$ cat config.mk
export PLATFORM = sky130hd
export DESIGN_NAME = sysclk_mode_ctrl
export DESIGN_NICKNAME = d
export VERILOG_FILES = /design/src/rtl/sysclk_pkg.sv /design/src/rtl/sysclk_xition_chk.sv /design/src/rtl/sysclk_div.sv /design/src/rtl/sysclk_wake_seq.sv /design/src/rtl/sysclk_mode_ctrl.sv
export SDC_FILE = /design/constraint.sdc
export NUM_CORES = 1
export LEC_CHECK = 0
export ABC_AREA = 1
export CAP_MARGIN = 0
export CORE_UTILIZATION = 45
export DETAILED_ROUTE_END_ITERATION = 8
export GPL_TIMING_DRIVEN = 0
export HOLD_SLACK_MARGIN = 0.1
export PLACE_DENSITY = 0.69
export SYNTH_ARGS = -nofsm -noshare
export SYNTH_HDL_FRONTEND = slang
export SYNTH_HIERARCHICAL = 1
export SYNTH_SLANG_ARGS = --single-unit
$ cat constraint.sdc
create_clock -name clk_i -period 2.1 [get_ports clk_i]
set_clock_uncertainty 0.1 [all_clocks]
set_input_delay 0.315 -clock clk_i [delete_from_list [all_inputs] [get_ports clk_i]]
set_output_delay 0.315 -clock clk_i [all_outputs]
set_load 0.005 [all_outputs]
$ cat src/rtl/sysclk_pkg.sv
`timescale 1ns/1ps
package sysclk_pkg;
  typedef enum logic [1:0] {
    ST_RUN  = 2'd0,
    ST_WAIT = 2'd1,
    ST_STOP = 2'd2,
    ST_STAB = 2'd3
  } pwr_st_e;

  // bit order matches the register field [7:4]
  typedef struct packed {
    logic div_hi;
    logic div_lo;
    logic main_off;
    logic sub_on;
  } mode_t;

  localparam mode_t MODE_RST = '{div_hi: 1'b0, div_lo: 1'b1, main_off: 1'b0, sub_on: 1'b0};
endpackage

$ cat src/rtl/sysclk_xition_chk.sv
`timescale 1ns/1ps
module sysclk_xition_chk
  import sysclk_pkg::*;
(
  input  mode_t cur_i,
  input  mode_t nxt_i,
  input  logic  main_rdy_i,
  output logic  legal_o
);
  logic [3:0] diff;

  always_comb begin
    diff    = cur_i ^ nxt_i;
    legal_o = 1'b0;
    if (diff == 4'b0000) begin
      legal_o = 1'b1;
    end else if (nxt_i.div_hi && nxt_i.div_lo) begin
      legal_o = 1'b0;
    end else if (!cur_i.div_hi) begin
      if (diff == 4'b0001 || diff == 4'b0100) legal_o = 1'b1;
      else if (nxt_i.div_hi && !nxt_i.div_lo && diff[1:0] == 2'b00)
        legal_o = cur_i.sub_on;
    end else begin
      if (diff == 4'b0010) legal_o = 1'b1;
      else if (!nxt_i.div_hi && diff[1:0] == 2'b00)
        legal_o = !cur_i.main_off && main_rdy_i;
    end
  end
endmodule

$ cat src/rtl/sysclk_div.sv
`timescale 1ns/1ps
module sysclk_div #(
  parameter int unsigned SLOW_RATIO = 8,
  parameter int unsigned FAST_RATIO = 2,
  localparam int unsigned CW = $clog2(SLOW_RATIO)
) (
  input  logic clk_i,
  input  logic rst_ni,
  input  logic src_tick_i,
  input  logic ratio_slow_i,
  input  logic restart_i,
  output logic pulse_o
);
  logic [CW-1:0] cnt_q;
  logic [CW-1:0] lim;

  assign lim = ratio_slow_i ? CW'(SLOW_RATIO - 1) : CW'(FAST_RATIO - 1);

  always_ff @(posedge clk_i or negedge rst_ni) begin
    if (!rst_ni) begin
      cnt_q   <= '0;
      pulse_o <= 1'b0;
    end else if (restart_i) begin
      cnt_q   <= '0;
      pulse_o <= 1'b0;
    end else begin
      pulse_o <= src_tick_i && (cnt_q == lim);
      if (src_tick_i) cnt_q <= (cnt_q == lim) ? '0 : cnt_q + CW'(1);
    end
  end
endmodule

$ cat src/rtl/sysclk_wake_seq.sv
`timescale 1ns/1ps
module sysclk_wake_seq
  import sysclk_pkg::*;
#(
  parameter int unsigned DLY_FAST_TICKS  = 8192,
  parameter int unsigned DLY_LONG_TICKS  = 8192,
  parameter int unsigned DLY_SHORT_TICKS = 512,
  localparam int unsigned DMAX = (DLY_FAST_TICKS > DLY_LONG_TICKS) ? DLY_FAST_TICKS : DLY_LONG_TICKS,
  localparam int unsigned DW = $clog2(DMAX + 1)
) (
  input  logic    clk_i,
  input  logic    rst_ni,
  input  logic    stop_req_i,
  input  logic    wait_req_i,
  input  logic    wake_i,
  input  logic    dly_dis_i,
  input  logic    cnt_src_i,
  input  logic    low_mode_i,
  input  logic    main_tick_i,
  input  logic    sub_tick_i,
  output pwr_st_e state_o
);
  logic [DW-1:0] dcnt_q;
  logic [DW-1:0] load;
  logic          tk;

  assign load = !low_mode_i ? DW'(DLY_FAST_TICKS)
              : (cnt_src_i ? DW'(DLY_SHORT_TICKS) : DW'(DLY_LONG_TICKS));
  assign tk   = low_mode_i ? sub_tick_i : main_tick_i;

  always_ff @(posedge clk_i or negedge rst_ni) begin
    if (!rst_ni) begin
      state_o <= ST_RUN;
      dcnt_q  <= '0;
    end else begin
      unique case (state_o)
        ST_RUN: begin
          if (stop_req_i)      state_o <= ST_STOP;
          else if (wait_req_i) state_o <= ST_WAIT;
        end
        ST_WAIT: if (wake_i) state_o <= ST_RUN;
        ST_STOP: begin
          if (wake_i) begin
            state_o <= dly_dis_i ? ST_RUN : ST_STAB;
            dcnt_q  <= load;
          end
        end
        ST_STAB: begin
          if (tk) begin
            if (dcnt_q <= DW'(1)) state_o <= ST_RUN;
            else                  dcnt_q  <= dcnt_q - DW'(1);
          end
        end
        default: state_o <= ST_RUN;
      endcase
    end
  end
endmodule

$ cat src/rtl/sysclk_mode_ctrl.sv
`timescale 1ns/1ps
module sysclk_mode_ctrl
  import sysclk_pkg::*;
#(
  parameter int unsigned MAIN_STAB_TICKS = 1024,
  parameter int unsigned DLY_FAST_TICKS  = 8192,
  parameter int unsigned DLY_LONG_TICKS  = 8192,
  parameter int unsigned DLY_SHORT_TICKS = 512,
  localparam int unsigned SW = $clog2(MAIN_STAB_TICKS + 1)
) (
  input  logic       clk_i,
  input  logic       rst_ni,
  input  logic       wr_en_i,
  input  logic [7:0] wr_data_i,
  input  logic       main_tick_i,
  input  logic       sub_tick_i,
  input  logic       stop_req_i,
  input  logic       wait_req_i,
  input  logic       wake_i,
  input  logic       dly_dis_i,
  input  logic       cnt_src_i,
  output logic [7:0] mode_o,
  output logic       phi_en_o,
  output logic       tmr_en_o,
  output logic       main_osc_on_o,
  output logic       sub_osc_on_o,
  output logic [1:0] state_o
);
  mode_t         mode_q;
  mode_t         nxt;
  logic          err_q;
  logic          legal;
  logic          wr_ok;
  logic          main_eff;
  logic          sub_eff;
  logic [SW-1:0] stab_q;
  logic          main_rdy;
  logic          div_pulse;
  pwr_st_e       st;

  assign nxt   = mode_t'(wr_data_i[7:4]);
  assign wr_ok = wr_en_i && (st == ST_RUN);

  sysclk_xition_chk i_chk (
    .cur_i     (mode_q),
    .nxt_i     (nxt),
    .main_rdy_i(main_rdy),
    .legal_o   (legal)
  );

  always_ff @(posedge clk_i or negedge rst_ni) begin
    if (!rst_ni) begin
      mode_q <= MODE_RST;
      err_q  <= 1'b0;
    end else if (wr_ok) begin
      if (legal) begin
        mode_q <= nxt;
        if (wr_data_i[3]) err_q <= 1'b0;
      end else begin
        err_q <= 1'b1;
      end
    end
  end

  assign main_osc_on_o = !mode_q.main_off && (st != ST_STOP);
  assign sub_osc_on_o  = mode_q.sub_on && (st != ST_STOP);
  assign main_eff      = main_tick_i && main_osc_on_o;
  assign sub_eff       = sub_tick_i && sub_osc_on_o;

  // main oscillator settle counter, restarts whenever the oscillator halts
  always_ff @(posedge clk_i or negedge rst_ni) begin
    if (!rst_ni)                                          stab_q <= SW'(MAIN_STAB_TICKS);
    else if (!main_osc_on_o)                              stab_q <= '0;
    else if (main_eff && stab_q != SW'(MAIN_STAB_TICKS))  stab_q <= stab_q + SW'(1);
  end
  assign main_rdy = (stab_q == SW'(MAIN_STAB_TICKS));

  sysclk_div i_div (
    .clk_i       (clk_i),
    .rst_ni      (rst_ni),
    .src_tick_i  (mode_q.div_hi ? sub_eff : main_eff),
    .ratio_slow_i(!mode_q.div_hi && mode_q.div_lo),
    .restart_i   (wr_ok && legal && (nxt != mode_q)),
    .pulse_o     (div_pulse)
  );

  sysclk_wake_seq #(
    .DLY_FAST_TICKS (DLY_FAST_TICKS),
    .DLY_LONG_TICKS (DLY_LONG_TICKS),
    .DLY_SHORT_TICKS(DLY_SHORT_TICKS)
  ) i_seq (
    .clk_i      (clk_i),
    .rst_ni     (rst_ni),
    .stop_req_i (stop_req_i),
    .wait_req_i (wait_req_i),
    .wake_i     (wake_i),
    .dly_dis_i  (dly_dis_i),
    .cnt_src_i  (cnt_src_i),
    .low_mode_i (mode_q.div_hi),
    .main_tick_i(main_eff),
    .sub_tick_i (sub_eff),
    .state_o    (st)
  );

  assign phi_en_o = div_pulse && (st == ST_RUN);
  assign tmr_en_o = div_pulse && (st == ST_RUN || st == ST_WAIT);
  assign mode_o   = {mode_q, err_q, 3'b000};
  assign state_o  = st;
endmodule

* Word-level counts from Yosys, hierarchy flattened
Cells that the tools add are included.
Operators by class: multiplexer cells 31, magnitude comparators 1, bitwise logic cells 1, equality and inequality tests 19, reduce and logical (&&, ||, !) cells 32, add/sub/neg operators 3
Operators with widths (count):
- $mux 14 | 5
- $pmux 14 s2 | 1
- $mux 11 | 2
- $logic_and 1x1->1 | 17
- $le 14x1->1 const B | 1
- $mux 2 | 7
- $sub 14x1->14 const B | 1
- $mux 3 | 4
- $ne 2x2->1 const B | 6
- $add 11x1->11 const B | 1
- $eq 11x11->1 const B | 1
- $mux 1 | 11
- $ne 11x11->1 const B | 1
- $pmux 2 s4 | 1
- $reduce_and 5->1 | 1
- $eq 2x2->1 const B | 2
- $eq 4x1->1 const B | 1
- $eq 4x2->1 const B | 1
- $eq 4x3->1 const B | 1
- $logic_not 1->1 | 4
- $logic_not 2->1 | 2
- $logic_not 4->1 | 1
- $ne 2x1->1 const B | 2
- $ne 4x4->1 | 1
- 9 further kinds | 12
Word-level totals: bits in registers 36, word-level logic and storage cells 97

* Logic depth before layout (Yosys ltp)
word-level depth 11, mapped depth 16

* Hierarchy
Netlist, hierarchy kept.
Modules (own cells, without submodules):
- sysclk_wake_seq | times used 1, area each 1178.6 um^2, seq. area each 400.4 um^2, cells an instance 185
- sysclk_mode_ctrl | times used 1, area each 1056.0 um^2, seq. area each 402.9 um^2, cells an instance 143
- sysclk_div | times used 1, area each 214.0 um^2, seq. area each 100.1 um^2, cells an instance 25
- sysclk_xition_chk | times used 1, area each 127.6 um^2, seq. area each 0.0 um^2, cells an instance 29

* Worst setup path before layout
Ideal clock, no wire load.
path type register to register, start point register stab_q[0], end point register i_div.cnt_q[0], cell stages (with the launch flop) 17, path buffers 0, clock period less this slack 2108 ps, setup time 121 ps, arrival 1887 ps, slack -8 ps, cell sequence dfrtp_1 > inv_1 > ha_1 > nand3_1 > nor2_4 > nand2_1 > nand2_1 > nand2_1 > nand2_1 > nand3_1 > nor2_2 > nand2_1 > a31oi_1 > or2_4 > inv_2 > nand2_1 > o21ai_2
Between the ends: longest elaborated chain between the ends 10
Ends and longest elaborated chain:
- start: declaration | line sysclk_mode_ctrl.sv:36 | logic [SW-1:0] stab_q;
- start signal: assignment | line sysclk_mode_ctrl.sv:72 | if (!rst_ni) stab_q <= SW'(MAIN_STAB_TICKS);
- start signal: assignment | line sysclk_mode_ctrl.sv:74 | else if (main_eff && stab_q != SW'(MAIN_STAB_TICKS)) stab_q <= stab_q + SW'(1);
- $eq 11x11->1 * | line sysclk_mode_ctrl.sv:76 | assign main_rdy = (stab_q == SW'(MAIN_STAB_TICKS));
- net main_rdy | line sysclk_mode_ctrl.sv:37 | logic main_rdy;
- $logic_and 1x1->1 * | line sysclk_xition_chk.sv:26 | legal_o = !cur_i.main_off && main_rdy_i;
- $mux 1 * | line sysclk_xition_chk.sv:25 | else if (!nxt_i.div_hi && diff[1:0] == 2'b00)
- $mux 1 * | line sysclk_xition_chk.sv:24 | if (diff == 4'b0010) legal_o = 1'b1;
- $mux 1 * | line sysclk_xition_chk.sv:19 | end else if (!cur_i.div_hi) begin
- $mux 1 * | line sysclk_xition_chk.sv:17 | end else if (nxt_i.div_hi && nxt_i.div_lo) begin
- $mux 1 * | line sysclk_xition_chk.sv:15 | if (diff == 4'b0000) begin
- net legal | line sysclk_mode_ctrl.sv:32 | logic legal;
- $logic_and 1x1->1 * (2 in series) | line sysclk_mode_ctrl.sv:83 | .restart_i (wr_ok && legal && (nxt != mode_q)),
- $mux 3 / $reduce_bool 2->1 (equally long branches)
- end signal: assignment | line sysclk_div.sv:28 | if (src_tick_i) cnt_q <= (cnt_q == lim) ? '0 : cnt_q + CW'(1);
- end: declaration | line sysclk_div.sv:14 | logic [CW-1:0] cnt_q;
Mark *: on every way through the listed nets, which the timed path passes. The rest lies on a longest branch. A chain may end at the register's enable or synchronous reset.

* Final worst setup path
start point register stab_q[1], end point register i_div.cnt_q[0]
The elaborated chain is that of the path after synthesis.

==> summary.md <==
| Metric | Value |
|---|---|
| DRC | 0 |
| Critical-path cell list | inv_2 -> ha_4 -> nand3_4 -> nor2_4 -> nand2_1 -> nand2_1 -> nand2_1 -> nand2_1 -> nand3_2 -> nor2_4 -> nand2_4 -> a31oi_4 -> or2_4 -> inv_2 -> nand2_2 -> o21ai_2 |
| Worst Max-Slew Pin Slew | 0.819 ns |
| Clock-pin slew on the worst setup and hold paths | 0.07 ns |
| Register area share after synthesis | 35.1% |
| Met3 WL | 146 microns |
| Critical path launch point type | register |
| Distinct cells, synth | 38 |
| Pwr dens | 1530 nW/um^2 |
| Root Buffer | clkbuf_8 |
| Top Metal Used | met4 |
| Avg Inst Size Synth | 6.74 sq um |
| Final hold violation count | 0 |
| Die ar. | 6030 sq um |
| Post-layout min period | 2.04 ns |
| Worst Hold Class | reg2reg |
| Final period util | 97.0% |
| DRT met1 WL | 2750 microns |
| Fill cell count | 520 |
| Std-Cell Rows | 27 |
| Worst path top cell family by delay | simple AND/OR/NAND/NOR gates |
| Via density per instance | 4.85 |
| Area of the multi-input gates | 1530 sq um |
| Setup-failing EPs final | 0 |
| Die Y | 77.7 microns |
| Max stage delay on crit path | 0.41 ns |
| Crit path top cell by count | nand2_1 |
| Critical path class | reg2reg |
| Fin Setup TNS | 0 ns |
| Reg area | 910 sq um |
| Fin. max-slew vios | 0 |
| Global Route Usage Sum | 21.1% |
| Post-synth top flop | dfrtp_1 |
| Clock Latency Late Sink | 0.29 ns |
| Share of cells above drive strength 1 | 18.4% |
| Detailed Route Iter0 Violations | 101 |
| Tot Pwr | 0.00495 W |
| Post-synth EDFFs | 0 |
| # diodes | 0 |
| Synth top area share | 33.0% |
| CP max-delay cell | dfrtp_1 |
| Most numerous cell in the Yosys netlist | nand2_1 |
| Max-slew headroom | 45.4% |
| Max_cap viols | 0 |
| Largest net degree at the start of global routing | 37 |
| Drt total wl | 5830 microns |
| Clk buf depth | 2 |
| Maximum VDD drop | 0.743 mV |
| Synth Cell Area | 2580 sq um |
| RSZ-0062 raised after global routing | yes |
| Cell taking the most area after synthesis | dfrtp_1 |
| CTS tree | built |
| Fmax | 0.491 GHz |
| Initial Utilization | 46.8% |
| Crit-path max FO | 3 |
| CTS HTree Levels | 2 |
| TritonRoute pass-1 iters | 4 |
| Post-DRT Antenna Nets | 0 |
| Routability cong. | 0.837 |
| Die X | 77.7 microns |
| CP required | 2.17 ns |
| Outcome | completed |
| Worst Setup End Kind | register |
| Layout area overhead | 25.4% |
| # nets final | 457 |
| Synth top area cells | dfrtp_1 33%, nand2_1 20%, nor2_1 7.9% |
| Core Area | 5510 sq um |
| Cell count after synthesis | 382 |
| WL met2 | 2900 microns |
| CTS buffer count | 5 |
| CTS Sinks | 36 |
| First-pass GRT wire length | 10300 microns |
| Vias | 2452 |
| Antenna violations before repair | 0 |
| Avg WL per Cell | 11.5 microns |
| Pleak | 1.71 nW |
| Grt total ovfl | 0 |
| IO Port Bufs | 25 |
| Ys Warns | 6 |
| Synth Register Bits | 36 |
| Post-DP HPWL | 4090 microns |
| Post-synth ARST share | 100% |
| WP data arrival | 2.11 ns |
| I/O pin cnt | 32 |
| Synth top cells by count | 140 x nand2_1, 54 x nor2_1, 35 x inv_1, 34 x dfrtp_1, 30 x nand3_1 |
| CP bufs+invs | 2 |
| Vias in the first global route | 2316 |
## path summary, 6_finish.rpt
check                      startpoint          endpoint  slack, ns  cells past startpoint
min reg2reg                     err_q             err_q       0.39                      2
max                         stab_q[1]    i_div/cnt_q[0]       0.06                     16
max reg2reg                 stab_q[1]    i_div/cnt_q[0]       0.06                     16
min                             err_q             err_q       0.39                      2
min in group asynchronous      rst_ni   i_seq/dcnt_q[6]       0.55                      2
max in group asynchronous      rst_ni  i_seq/state_o[0]       0.77                      2
## placed cells by master, fill, tap and decap left out, types with 4 or more instances in the layout
| cell | netlist | routed |
|---|---|---|
| a21oi_1 | 5 | 5 |
| buf_4 | 4 | 21 |
| clkbuf_8 | 0 | 7 |
| clkdlybuf4s50_1 | 0 | 24 |
| dfrtp_1 | 34 | 29 |
| dfrtp_2 | 0 | 5 |
| ha_1 | 5 | 4 |
| inv_1 | 35 | 33 |
| inv_2 | 6 | 7 |
| nand2_1 | 140 | 138 |
| nand2_2 | 3 | 4 |
| nand2_4 | 3 | 4 |
| nand3_1 | 30 | 28 |
| nand4_1 | 4 | 4 |
| nor2_1 | 54 | 52 |
| nor2_2 | 5 | 6 |
| nor2_4 | 4 | 5 |
| o21ai_0 | 6 | 6 |
| o21ai_1 | 5 | 5 |
| xnor2_1 | 8 | 8 |
| xor2_1 | 7 | 7 |
## worst min-delay path, cell delays in order, from the launching register on
cell     delay (ns)
dfrtp_1        0.35
nand2_1        0.05
o21ai_0        0.06
## metal layers
metal	vias up	GRT usage, %
met5	-	0
met3	4	4.47
li1	1282	-
met2	26	36.2
met4	0	4.72
met1	1140	27.1
## flip-flops by register name (all words and copies together) (netlist names)
| signal | cells |
|---|---|
| mode_o | 4 |
| err_q | 1 |
| i_seq/dcnt_q | 14 |
| i_div/pulse_o | 1 |
| i_div/cnt_q | 3 |
| stab_q | 11 |
| i_seq/state_o | 2 |
## through the flow
stage,setup slack [ns],hold slack [ns],std cells,util (%),cell area [sq um]
final,0.0640,0.388,506,58.7,3230
after global placement,-0.277,0.377,481,53.2,2930
after global routing,-0.0241,0.443,506,58.7,3230
after floorplan,0.0246,-0.0806,384,-,2590
after CTS,0.00388,0.393,494,56.2,3090
after detailed placement,-0.281,0.370,481,53.1,2930
## area by class of cell
class	count	share of cell area [%]
Inverter	42	5.03
Sequential cell	36	28.1
Timing Repair Buffer	43	11.8
Tap cell	72	2.79
Multi-Input combinational cell	299	47.5
Clock buffer	7	2.98
Buffer	7	1.74
## where the power goes
group / switching (W) / internal, W / leakage, nW / total [W]
Sequential: 0.000354 / 0.000949 / 0.465 / 0.00130
Combinational: 0.00180 / 0.00131 / 1.19 / 0.00310
Clock: 0.000252 / 0.000293 / 0.0503 / 0.000544
Total: 0.00240 / 0.00255 / 1.71 / 0.00495
## cell families (layout without fill, tap and decap cells)
group,Yosys count,after routing,synth area share (%)
xor+xnor,15,15,5.10
fa+ha+maj,5,5,2.43
other cells,1,3,0.146
simple gates,253,253,43.2
compound gates,22,22,5.25
buf+inv,49,99,8.40
flops,36,36,35.1
mux,1,1,0.437
## what timing repair did
action | in CTS | in global routing
hold endpoints to repair | 34 | 0
buffers inserted | 5 | 12
resized for setup | 7 | 14
setup endpoints to repair | 7 | 23
pin swaps | 4 | 10
hold buffers | 1 | 0
Power figures use the tool's default switching activity.
